<file path="config.mk">
export PLATFORM = sky130hd
export DESIGN_NAME = vpw_sym_dec
export DESIGN_NICKNAME = d
export VERILOG_FILES = /design/src/rtl/vpw_pkg.sv /design/src/rtl/vpw_sync.sv /design/src/rtl/vpw_width_cnt.sv /design/src/rtl/vpw_classify.sv /design/src/rtl/vpw_sym_dec.sv
export SDC_FILE = /design/constraint.sdc
export NUM_CORES = 1
export LEC_CHECK = 0
export BUFFER_PORTS_ARGS = -buffer_cell sky130_fd_sc_hd__buf_2
export CAP_MARGIN = 15
export CELL_PAD_IN_SITES_DETAIL_PLACEMENT = 0
export CELL_PAD_IN_SITES_GLOBAL_PLACEMENT = 1
export CORE_MARGIN = 4
export CORE_UTILIZATION = 42
export DETAILED_ROUTE_END_ITERATION = 16
export GPL_ROUTABILITY_DRIVEN = 0
export PLACE_DENSITY = 0.73
export SLEW_MARGIN = 25
export SYNTH_ARGS = -nofsm -noshare
export SYNTH_HDL_FRONTEND = slang
export SYNTH_HIERARCHICAL = 1
export SYNTH_SLANG_ARGS = --single-unit
</file>
<file path="constraint.sdc">
create_clock -name clk_i -period 8.1 [get_ports clk_i]
set_input_delay 1.215 -clock clk_i [delete_from_list [all_inputs] [get_ports clk_i]]
set_output_delay 1.215 -clock clk_i [all_outputs]
set_load 0.005 [all_outputs]
</file>
<file path="src/rtl/vpw_pkg.sv">
package vpw_pkg;
  typedef enum logic [2:0] {
    SYM_BIT     = 3'd0,
    SYM_SOF     = 3'd1,
    SYM_BREAK   = 3'd2,
    SYM_EOD     = 3'd3,
    SYM_EOF     = 3'd4,
    SYM_IFS     = 3'd5,
    SYM_IDLE    = 3'd6,
    SYM_INVALID = 3'd7
  } sym_e;
endpackage

</file>
<file path="src/rtl/vpw_sync.sv">
module vpw_sync #(
  parameter int STAGES = 2
) (
  input  logic clk_i,
  input  logic rst_ni,
  input  logic d_i,
  output logic q_o
);
  logic [STAGES-1:0] ff_q;

  always_ff @(posedge clk_i or negedge rst_ni) begin
    if (!rst_ni) begin
      ff_q <= '0;
    end else begin
      ff_q[0] <= d_i;
      for (int i = 1; i < STAGES; i++) ff_q[i] <= ff_q[i-1];
    end
  end

  assign q_o = ff_q[STAGES-1];
endmodule

</file>
<file path="src/rtl/vpw_width_cnt.sv">
module vpw_width_cnt #(
  parameter int CW  = 9,
  parameter int SAT = 301
) (
  input  logic          clk_i,
  input  logic          rst_ni,
  input  logic          lvl_i,
  input  logic          tick_i,
  output logic          edge_o,
  output logic          pol_o,
  output logic [CW-1:0] width_o,
  output logic          step_o
);
  localparam logic [CW-1:0] SAT_V = CW'(SAT);

  logic          lvl_q;
  logic [CW-1:0] cnt_q;

  // width seen this cycle includes the current tick; count parks at SAT
  assign step_o  = tick_i && (cnt_q != SAT_V);
  assign width_o = cnt_q + CW'(step_o);
  assign edge_o  = lvl_i ^ lvl_q;
  assign pol_o   = lvl_q;

  always_ff @(posedge clk_i or negedge rst_ni) begin
    if (!rst_ni) begin
      lvl_q <= 1'b0;
      cnt_q <= SAT_V;
    end else begin
      lvl_q <= lvl_i;
      cnt_q <= edge_o ? '0 : width_o;
    end
  end
endmodule

</file>
<file path="src/rtl/vpw_classify.sv">
module vpw_classify
  import vpw_pkg::*;
#(
  parameter int CW        = 9,
  parameter int T_MIN     = 34,
  parameter int T_SHORT   = 96,
  parameter int T_LONG    = 163,
  parameter int T_FRAME   = 239,
  parameter int T_EOF     = 280,
  parameter int T_IFS     = 300
) (
  input  logic          edge_i,
  input  logic          pol_i,
  input  logic [CW-1:0] width_i,
  input  logic          step_i,
  output logic          fire_o,
  output sym_e          code_o,
  output logic          bit_o
);
  localparam logic [CW-1:0] MIN_V   = CW'(T_MIN);
  localparam logic [CW-1:0] SHORT_V = CW'(T_SHORT);
  localparam logic [CW-1:0] LONG_V  = CW'(T_LONG);
  localparam logic [CW-1:0] BRK_V   = CW'(T_FRAME + 1);
  localparam logic [CW-1:0] EOD_V   = CW'(T_LONG + 1);
  localparam logic [CW-1:0] EOF_V   = CW'(T_EOF);
  localparam logic [CW-1:0] IFS_V   = CW'(T_IFS);
  localparam logic [CW-1:0] IDLE_V  = CW'(T_IFS + 1);

  logic [CW-1:0] first_th;
  assign first_th = pol_i ? BRK_V : EOD_V;

  always_comb begin
    fire_o = 1'b0;
    code_o = SYM_INVALID;
    bit_o  = 1'b0;
    if (edge_i && (width_i < first_th)) begin
      // interval closed before any threshold symbol was emitted
      fire_o = 1'b1;
      if (width_i < MIN_V) begin
        code_o = SYM_INVALID;
      end else if (width_i <= SHORT_V) begin
        code_o = SYM_BIT;
        bit_o  = pol_i;
      end else if (width_i <= LONG_V) begin
        code_o = SYM_BIT;
        bit_o  = !pol_i;
      end else begin
        code_o = SYM_SOF;
      end
    end else if (step_i) begin
      if (pol_i) begin
        if (width_i == BRK_V) begin
          fire_o = 1'b1;
          code_o = SYM_BREAK;
        end
      end else begin
        if (width_i == EOD_V) begin
          fire_o = 1'b1;
          code_o = SYM_EOD;
        end else if (width_i == EOF_V) begin
          fire_o = 1'b1;
          code_o = SYM_EOF;
        end else if (width_i == IFS_V) begin
          fire_o = 1'b1;
          code_o = SYM_IFS;
        end else if (width_i == IDLE_V) begin
          fire_o = 1'b1;
          code_o = SYM_IDLE;
        end
      end
    end
  end
endmodule

</file>
<file path="src/rtl/vpw_sym_dec.sv">
module vpw_sym_dec
  import vpw_pkg::*;
#(
  parameter int SYNC_STAGES = 2,
  parameter int T_MIN       = 34,
  parameter int T_SHORT     = 96,
  parameter int T_LONG      = 163,
  parameter int T_FRAME     = 239,
  parameter int T_EOF       = 280,
  parameter int T_IFS       = 300
) (
  input  logic       clk_i,
  input  logic       rst_ni,
  input  logic       bus_i,
  input  logic       tick_i,
  output logic       sym_valid_o,
  output logic [2:0] sym_code_o,
  output logic       sym_bit_o
);
  localparam int T_IDLE = T_IFS + 1;
  localparam int CW     = $clog2(T_IDLE + 1);

  logic          bus_s;
  logic          edge_w;
  logic          pol_w;
  logic [CW-1:0] width_w;
  logic          step_w;
  logic          fire_w;
  sym_e          code_w;
  logic          bit_w;

  vpw_sync #(.STAGES(SYNC_STAGES)) u_sync (
    .clk_i (clk_i),
    .rst_ni(rst_ni),
    .d_i   (bus_i),
    .q_o   (bus_s)
  );

  vpw_width_cnt #(.CW(CW), .SAT(T_IDLE)) u_cnt (
    .clk_i  (clk_i),
    .rst_ni (rst_ni),
    .lvl_i  (bus_s),
    .tick_i (tick_i),
    .edge_o (edge_w),
    .pol_o  (pol_w),
    .width_o(width_w),
    .step_o (step_w)
  );

  vpw_classify #(
    .CW     (CW),
    .T_MIN  (T_MIN),
    .T_SHORT(T_SHORT),
    .T_LONG (T_LONG),
    .T_FRAME(T_FRAME),
    .T_EOF  (T_EOF),
    .T_IFS  (T_IFS)
  ) u_cls (
    .edge_i (edge_w),
    .pol_i  (pol_w),
    .width_i(width_w),
    .step_i (step_w),
    .fire_o (fire_w),
    .code_o (code_w),
    .bit_o  (bit_w)
  );

  always_ff @(posedge clk_i or negedge rst_ni) begin
    if (!rst_ni) begin
      sym_valid_o <= 1'b0;
      sym_code_o  <= 3'd0;
      sym_bit_o   <= 1'b0;
    end else begin
      sym_valid_o <= fire_w;
      sym_code_o  <= fire_w ? code_w : 3'd0;
      sym_bit_o   <= fire_w && bit_w;
    end
  end
endmodule

</file>
==> After elaboration in Yosys (flattened, before gate mapping) <==
Index checks and enable logic that the tools add are counted.
{ "op_classes": {"mux": 26, "eq_ne": 6, "n_lt_le_gt_ge": 4, "reduce_logical": 4, "n_bitwise": 1, "n_addsub": 1} }
{ "ops": {"columns": ["op", "count"], "rows": [
  ["3-bit two-way mux", 10],
  ["9-bit == test, second input constant", 3],
  ["9-bit by 8-bit == test with 1-bit output, second input constant", 2],
  ["1-bit two-way mux", 14],
  ["9-bit by 1-bit adder with 9-bit output", 1],
  ["9-bit by 7-bit less-or-equal comparator with 1-bit output, second input constant", 1],
  ["9-bit by 8-bit less-or-equal comparator with 1-bit output, second input constant", 1],
  ["9-bit by 6-bit less-than comparator with 1-bit output, second input constant", 1],
  ["9-bit less-than comparator", 1],
  ["9-bit two-way mux", 1],
  ["9-bit inequality test, second input constant", 1],
  ["7-bit two-way mux", 1],
  ["1-bit logical AND", 3],
  ["1-bit zero test", 1],
  ["1-bit XOR", 1]
]} }
{ "totals": {"out_inout_bits": 5, "inputBits": 4, "elab_cells": 48, "ff_bits": 17} }

==> Depth between registers and ports, before layout <==
{ "logic_depth": {"ltp_word": 12, "ltp_mapped": 14, "mapped_depth_nobuf": 14} }

==> Cells and area by module <==
The synthesis kept the hierarchy.
{ "by_module_without_submodules": {"columns": ["mod", "area_per_inst_um2", "n_inst", "seq_area_each_um2", "cells_per_inst"], "rows": [
  ["vpw_width_cnt", 511.7, 1, 256.5, 50],
  ["vpw_classify", 341.6, 1, 0.0, 47],
  ["vpw_sym_dec", 150.1, 1, 125.1, 9],
  ["vpw_sync", 50.0, 1, 50.0, 2]
]} }

==> Worst setup path before layout <==
No wires, ideal clock.
{ "synth_timing": {"kind": "in2reg", "from": "input tick_i", "to": "register sym_code_o[0]", "n_path_buf": 0, "required_time_ns": 7.981, "arrival_time_ns": 3.357, "setup_slack_ns": 4.624, "cell_stages": 11, "setup_ns": 0.119, "cell_sequence": "o41a_1 -> ha_1 -> ha_1 -> nand3_2 -> xnor2_1 -> ha_1 -> o2111ai_1 -> o2111ai_2 -> nand4b_1 -> o21a_1 -> and2_1"} }
{ "synth_via": {"elab_chain_cells": 11, "word_cells_on_any_way": 32, "classes_between": "add/sub (1); order compare (4); eq/ne (5); mux (20); reduce/logical (2)"} }
{ "synth_lines": {"columns": ["item", "line_no", "text"], "rows": [
  ["from (decl)", "vpw_sym_dec.sv:15", "input logic tick_i,"],
  ["1-bit logical AND (*)", "vpw_width_cnt.sv:20", "assign step_o = tick_i && (cnt_q != SAT_V);"],
  ["9-bit by 1-bit adder with 9-bit output (*)", "vpw_width_cnt.sv:21", "assign width_o = cnt_q + CW'(step_o);"],
  ["named net width_w[4]", "vpw_sym_dec.sv:26", "logic [CW-1:0] width_w;"],
  ["9-bit == test", "vpw_classify.sv:66", "end else if (width_i == IDLE_V) begin"],
  ["1-bit two-way mux", "vpw_classify.sv:66", null],
  ["3-bit two-way mux", "vpw_classify.sv:63", "end else if (width_i == IFS_V) begin"],
  ["3-bit two-way mux", "vpw_classify.sv:60", "end else if (width_i == EOF_V) begin"],
  ["3-bit two-way mux", "vpw_classify.sv:57", "if (width_i == EOD_V) begin"],
  ["3-bit two-way mux", "vpw_classify.sv:51", "if (pol_i) begin"],
  ["3-bit two-way mux", "vpw_classify.sv:50", "end else if (step_i) begin"],
  ["3-bit two-way mux (*)", "vpw_classify.sv:36", "if (edge_i && (width_i < first_th)) begin"],
  ["named net code_w[0]", "vpw_sym_dec.sv:29", "sym_e code_w;"],
  ["3-bit two-way mux (*)", "vpw_sym_dec.sv:75", "sym_code_o <= fire_w ? code_w : 3'd0;"],
  ["to (signal assigned)", "vpw_sym_dec.sv:75", null],
  ["to (decl)", "vpw_sym_dec.sv:17", "output logic [2:0] sym_code_o,"]
]} }
Mark *: on every way through the listed nets, which the timed path passes. The rest lies on a longest branch.

==> Final worst setup path <==
{ "layout_timing": {"from": "input tick_i", "to": "register sym_code_o[0]"} }
{ "layout_via": {"elab_chain_cells": 11, "word_cells_on_any_way": 32, "classes_between": "add/sub (1); order compare (4); eq/ne (5); mux (20); reduce/logical (2)"} }
{ "layout_lines": {"columns": ["item", "line_no", "text"], "rows": [
  ["1-bit logical AND (*)", "vpw_width_cnt.sv:20", null],
  ["named net step_w", "vpw_sym_dec.sv:27", "logic step_w;"],
  ["9-bit by 1-bit adder with 9-bit output (*)", "vpw_width_cnt.sv:21", null],
  ["named net width_w[4]", "vpw_sym_dec.sv:26", null],
  ["9-bit == test", "vpw_classify.sv:66", null],
  ["1-bit two-way mux", "vpw_classify.sv:66", null],
  ["3-bit two-way mux", "vpw_classify.sv:63", null],
  ["3-bit two-way mux", "vpw_classify.sv:60", null],
  ["3-bit two-way mux", "vpw_classify.sv:57", null],
  ["3-bit two-way mux", "vpw_classify.sv:51", null],
  ["3-bit two-way mux", "vpw_classify.sv:50", null],
  ["3-bit two-way mux (*)", "vpw_classify.sv:36", null],
  ["named net code_w[0]", "vpw_sym_dec.sv:29", null],
  ["3-bit two-way mux (*)", "vpw_sym_dec.sv:75", null]
]} }
Marks and branches as above.

==> metrics list <==
- Status: finished, final reports clean
- Number of post-CTS setup repair buffers: 0
* Cell type with the largest total area after synthesis: sky130_fd_sc_hd__dfrtp_1
* Number of antenna violations at the first check in global routing: 0
- The HPWL after detailed placement is 1730 um.
- Number of CTS-inserted buffers: 3
- Count of yosys warnings during synthesis: 6
- First-pass DRT Iterations: 4
- For the finished layout, the period the worst path requires is roughly 3700 ps.
- The first global-routing pass estimated about 4000 um of wire.
- The share of synthesized area in the top cell type comes to 28.50%.
- CTS Root Buffer Type: sky130_fd_sc_hd__clkbuf_4
- Summed over all cells, the static leakage comes to 0.4590 nW.
- The later pin in the worst-skew pair is clocked with a latency of 300 ps.
- Final cell count without fillers: 147
- Via count of the first global-routing pass: 868
- The tree built by TritonCTS fans out to 17 sinks.
- The finished cells cover 0.001147 mm^2.
* Number of port buffers: 8
- Across every metal layer, demand over resource in global routing totals between 10% and 20%.
- Biggest fanout along the worst timing path: 9
- Clock Path Buffers: 2
- Headroom to the max-slew limit came out at 41.79%.
* Peak VDD IR: 0.1211 mV
* Vias/cell: roughly 6
* Slowest library cell on the worst path: sky130_fd_sc_hd__xnor2_1
* CP startpoint kind: input pin
- The worst setup path is captured at a flop.
* Commonest non-fill, non-tap cells in the layout: sky130_fd_sc_hd__dfrtp_1, sky130_fd_sc_hd__nand2_1, sky130_fd_sc_hd__and2_1
- During I/O placement, the number of pins put on the boundary was 9.
* Most numerous cell on the critical path: sky130_fd_sc_hd__ha_1
* Mean instance size in the synthesized netlist: between 9 and 10 um^2
- Leaving out fill and tap cells, the most frequent cell in the layout is sky130_fd_sc_hd__dfrtp_1.
* Detailed-route wire length per cell: 15.56 um
- The initialized floorplan defines 17 standard-cell rows.
* Total Negative Setup Slacks: 0 ps
* Count of nets after finishing: 128
- After detailed placement, the design holds a cell count of 143.
* Die X: 58.09 um
- Transition time of the tightest slew-check pin: 870.2 ps
- Path type of the worst min-delay path: flop to flop
- Of the available clock period, the critical path in the final layout requires between 40 and 50%.
- RSZ-0062 raised after global routing: false
* Ant. Diodes: 0
- Upper clock frequency limit: 270.3 MHz
* Ordered cell list for the critical path: buf_2 -> o41a_1 -> ha_1 -> ha_1 -> nand3_2 -> xnor2_1 -> ha_1 -> o2111ai_1 -> o2111ai_2 -> nand4b_1 -> o21a_1 -> and2_1
* Power density normalized to cell area: approximately 140 mW/mm^2
* Worst Setup Path Type: input pin to flop
- Setup WS post-layout: 4400 ps
* Share of post-route cells with drive strength above 1: 21.85%
* Effective utilization at floorplan: 45.86%
- Post-DRT Antenna Nets: 0
* Max Transition Viols Final: 0
- For this run the aggregate overflow at the end of global routing stands at 0.
- Worst EP required: 8300 ps
- Setup violations remaining at the end of the flow were counted as 0.
- TritonCTS built the clock tree.
- WHS: ~360 ps
- The number of endpoints with negative hold slack in the final report is 0.
* Hold-fix buffers at CTS: 0
* Post-Route Skew: 2.908 ps
- Cts repair resizes: 0
- The routed layout has approximately 870 vias.
- DRT Wirelength: 2287 um
- Pin count of the biggest net entering global routing: 18
* Most used DFF post-synth: sky130_fd_sc_hd__dfrtp_1
- Clock-pin slew on the worst setup and hold paths: approximately 110 ps
- DIE AREA: 0.003374 mm^2
- Counting distinct cell types in the post-synthesis netlist gives 41.
- For this run, the slowest stage of the critical path takes 560 ps.
- Compared with the post-synthesis result, the final layout area differs by 8.907%.
- Height of the die: between 50 and 60 um
- Core area: 0.002297 mm^2
* Flops & latches, synth: 17
- Number of DRC markers after the initial detailed-route iteration: 17
- By area the synthesized netlist is led by sky130_fd_sc_hd__dfrtp_1, sky130_fd_sc_hd__dfstp_2, sky130_fd_sc_hd__and2_1, sky130_fd_sc_hd__ha_1, sky130_fd_sc_hd__nand2_1.
* Worst slack after detailed placement: 4113 ps
- The tool flagged a number of max-cap violations equal to 0.
- In this run, synthesis inferred 0 flip-flops with an integrated enable.
- Summing every instance area after synthesis gives 0.001054 mm^2.
- Synthesis produced a netlist with a net count of around 120.
- CTS built an H-tree with a depth of 1.
- Counting flops with an async set or reset pin after synthesis yields a share of 100.0%.
- Post-route DRC: 0
* Cells after synthesis: 108
- Portion of the post-synthesis area used by sequential elements: 40.97%
- R2r setup slk: ~4500 ps
- WP data arrival: 3900 ps
- Standard cell area after detailed placement: around 0.0011 mm^2
-- through the flow --
stage / power [mW] / util (%)
2_1_floorplan: 0.1100 / -
3_3_place_gp: 0.1184 / 48.64
3_5_place_dp: 0.1188 / 48.64
4_1_cts: 0.1685 / 49.95
5_1_grt: 0.1764 / 49.95
6_report: 0.1655 / 49.95
-- report_power, final --
group / internal, mW / leakage (nW) / switching (mW)
Sequential: 0.0901 / 0.202 / 0.00276
Clock: 0.0188 / 0.0139 / 0.0300
Combinational: 0.00983 / 0.243 / 0.0141
Total: 0.119 / 0.459 / 0.0468
-- path summary, 6_finish.rpt --
path / startpoint / cells past startpoint / to
setup / recovery: tick_i / 12 / sym_code_o[0]$_DFF_PN0_
hold / removal: u_sync/ff_q[0]$_DFF_PN0_ / 0 / u_sync/ff_q[1]$_DFF_PN0_
setup reg to reg: u_cnt/cnt_q[5]$_DFF_PN1_ / 13 / sym_code_o[0]$_DFF_PN0_
hold reg to reg: u_sync/ff_q[0]$_DFF_PN0_ / 0 / u_sync/ff_q[1]$_DFF_PN0_
max in group asynchronous: rst_ni / 1 / u_cnt/cnt_q[0]$_DFF_PN1_
min in group asynchronous: rst_ni / 1 / u_cnt/cnt_q[7]$_DFF_PN0_
-- Yosys cell counts, drive strengths merged (4+ instances only) --
library cell,instances
nand2,10
nor3,4
dfrtp,12
dfstp,5
ha,4
a21oi,7
o21ai,4
and2,9
nor2,7
inv,5
nand3,5
-- state kept, by name, indices dropped and copies added (netlist names) --
signal,count
sym_code_o,3
u_cnt/pol_o,1
sym_bit_o,1
sym_valid_o,1
u_sync/ff_q,2
u_cnt/cnt_q,9
-- per-layer routing --
| layer | share of wire [%] | global-route usage, % | vias to the layer above | wire length [um] |
|---|---|---|---|---|
| li1 | - | - | 421 | - |
| met1 | 45 | 19.09 | 421 | 1024 |
| met2 | 49 | 25.65 | 21 | 1128 |
| met3 | 4.4 | 3.118 | 4 | 101 |
| met4 | 1.4 | 7.616 | 0 | 32 |
| met5 | 0 | 0 | - | 0 |
-- area by class of cell --
type	count	area (um^2)
Clock buffer	3	22.52
Clock inverter	1	7.507
Fill cell	226	1150
Inverter	5	18.77
Multi-Input combinational cell	85	591.8
Sequential cell	17	431.7
Tap cell	28	35.03
Timing Repair Buffer	8	40.04
-- kinds of logic (layout without fill, tap and decap cells) --
family | after synthesis | count (layout) | share of synthesized area [%]
buf+inv | 6 | 17 | 2.850
flops | 17 | 17 | 40.97
xor+xnor | 5 | 5 | 4.158
simple gates | 51 | 51 | 29.81
compound gates | 25 | 25 | 17.46
fa+ha+maj | 4 | 4 | 4.751
-- critical path, delay by kind of cell --
kind,cells,cell delay [ps]
fa+ha+maj,3,780
compound gates,4,740
xor+xnor,1,560
simple gates,3,530
buf+inv,1,80
Note: power is estimated with default switching activity, not from simulation.
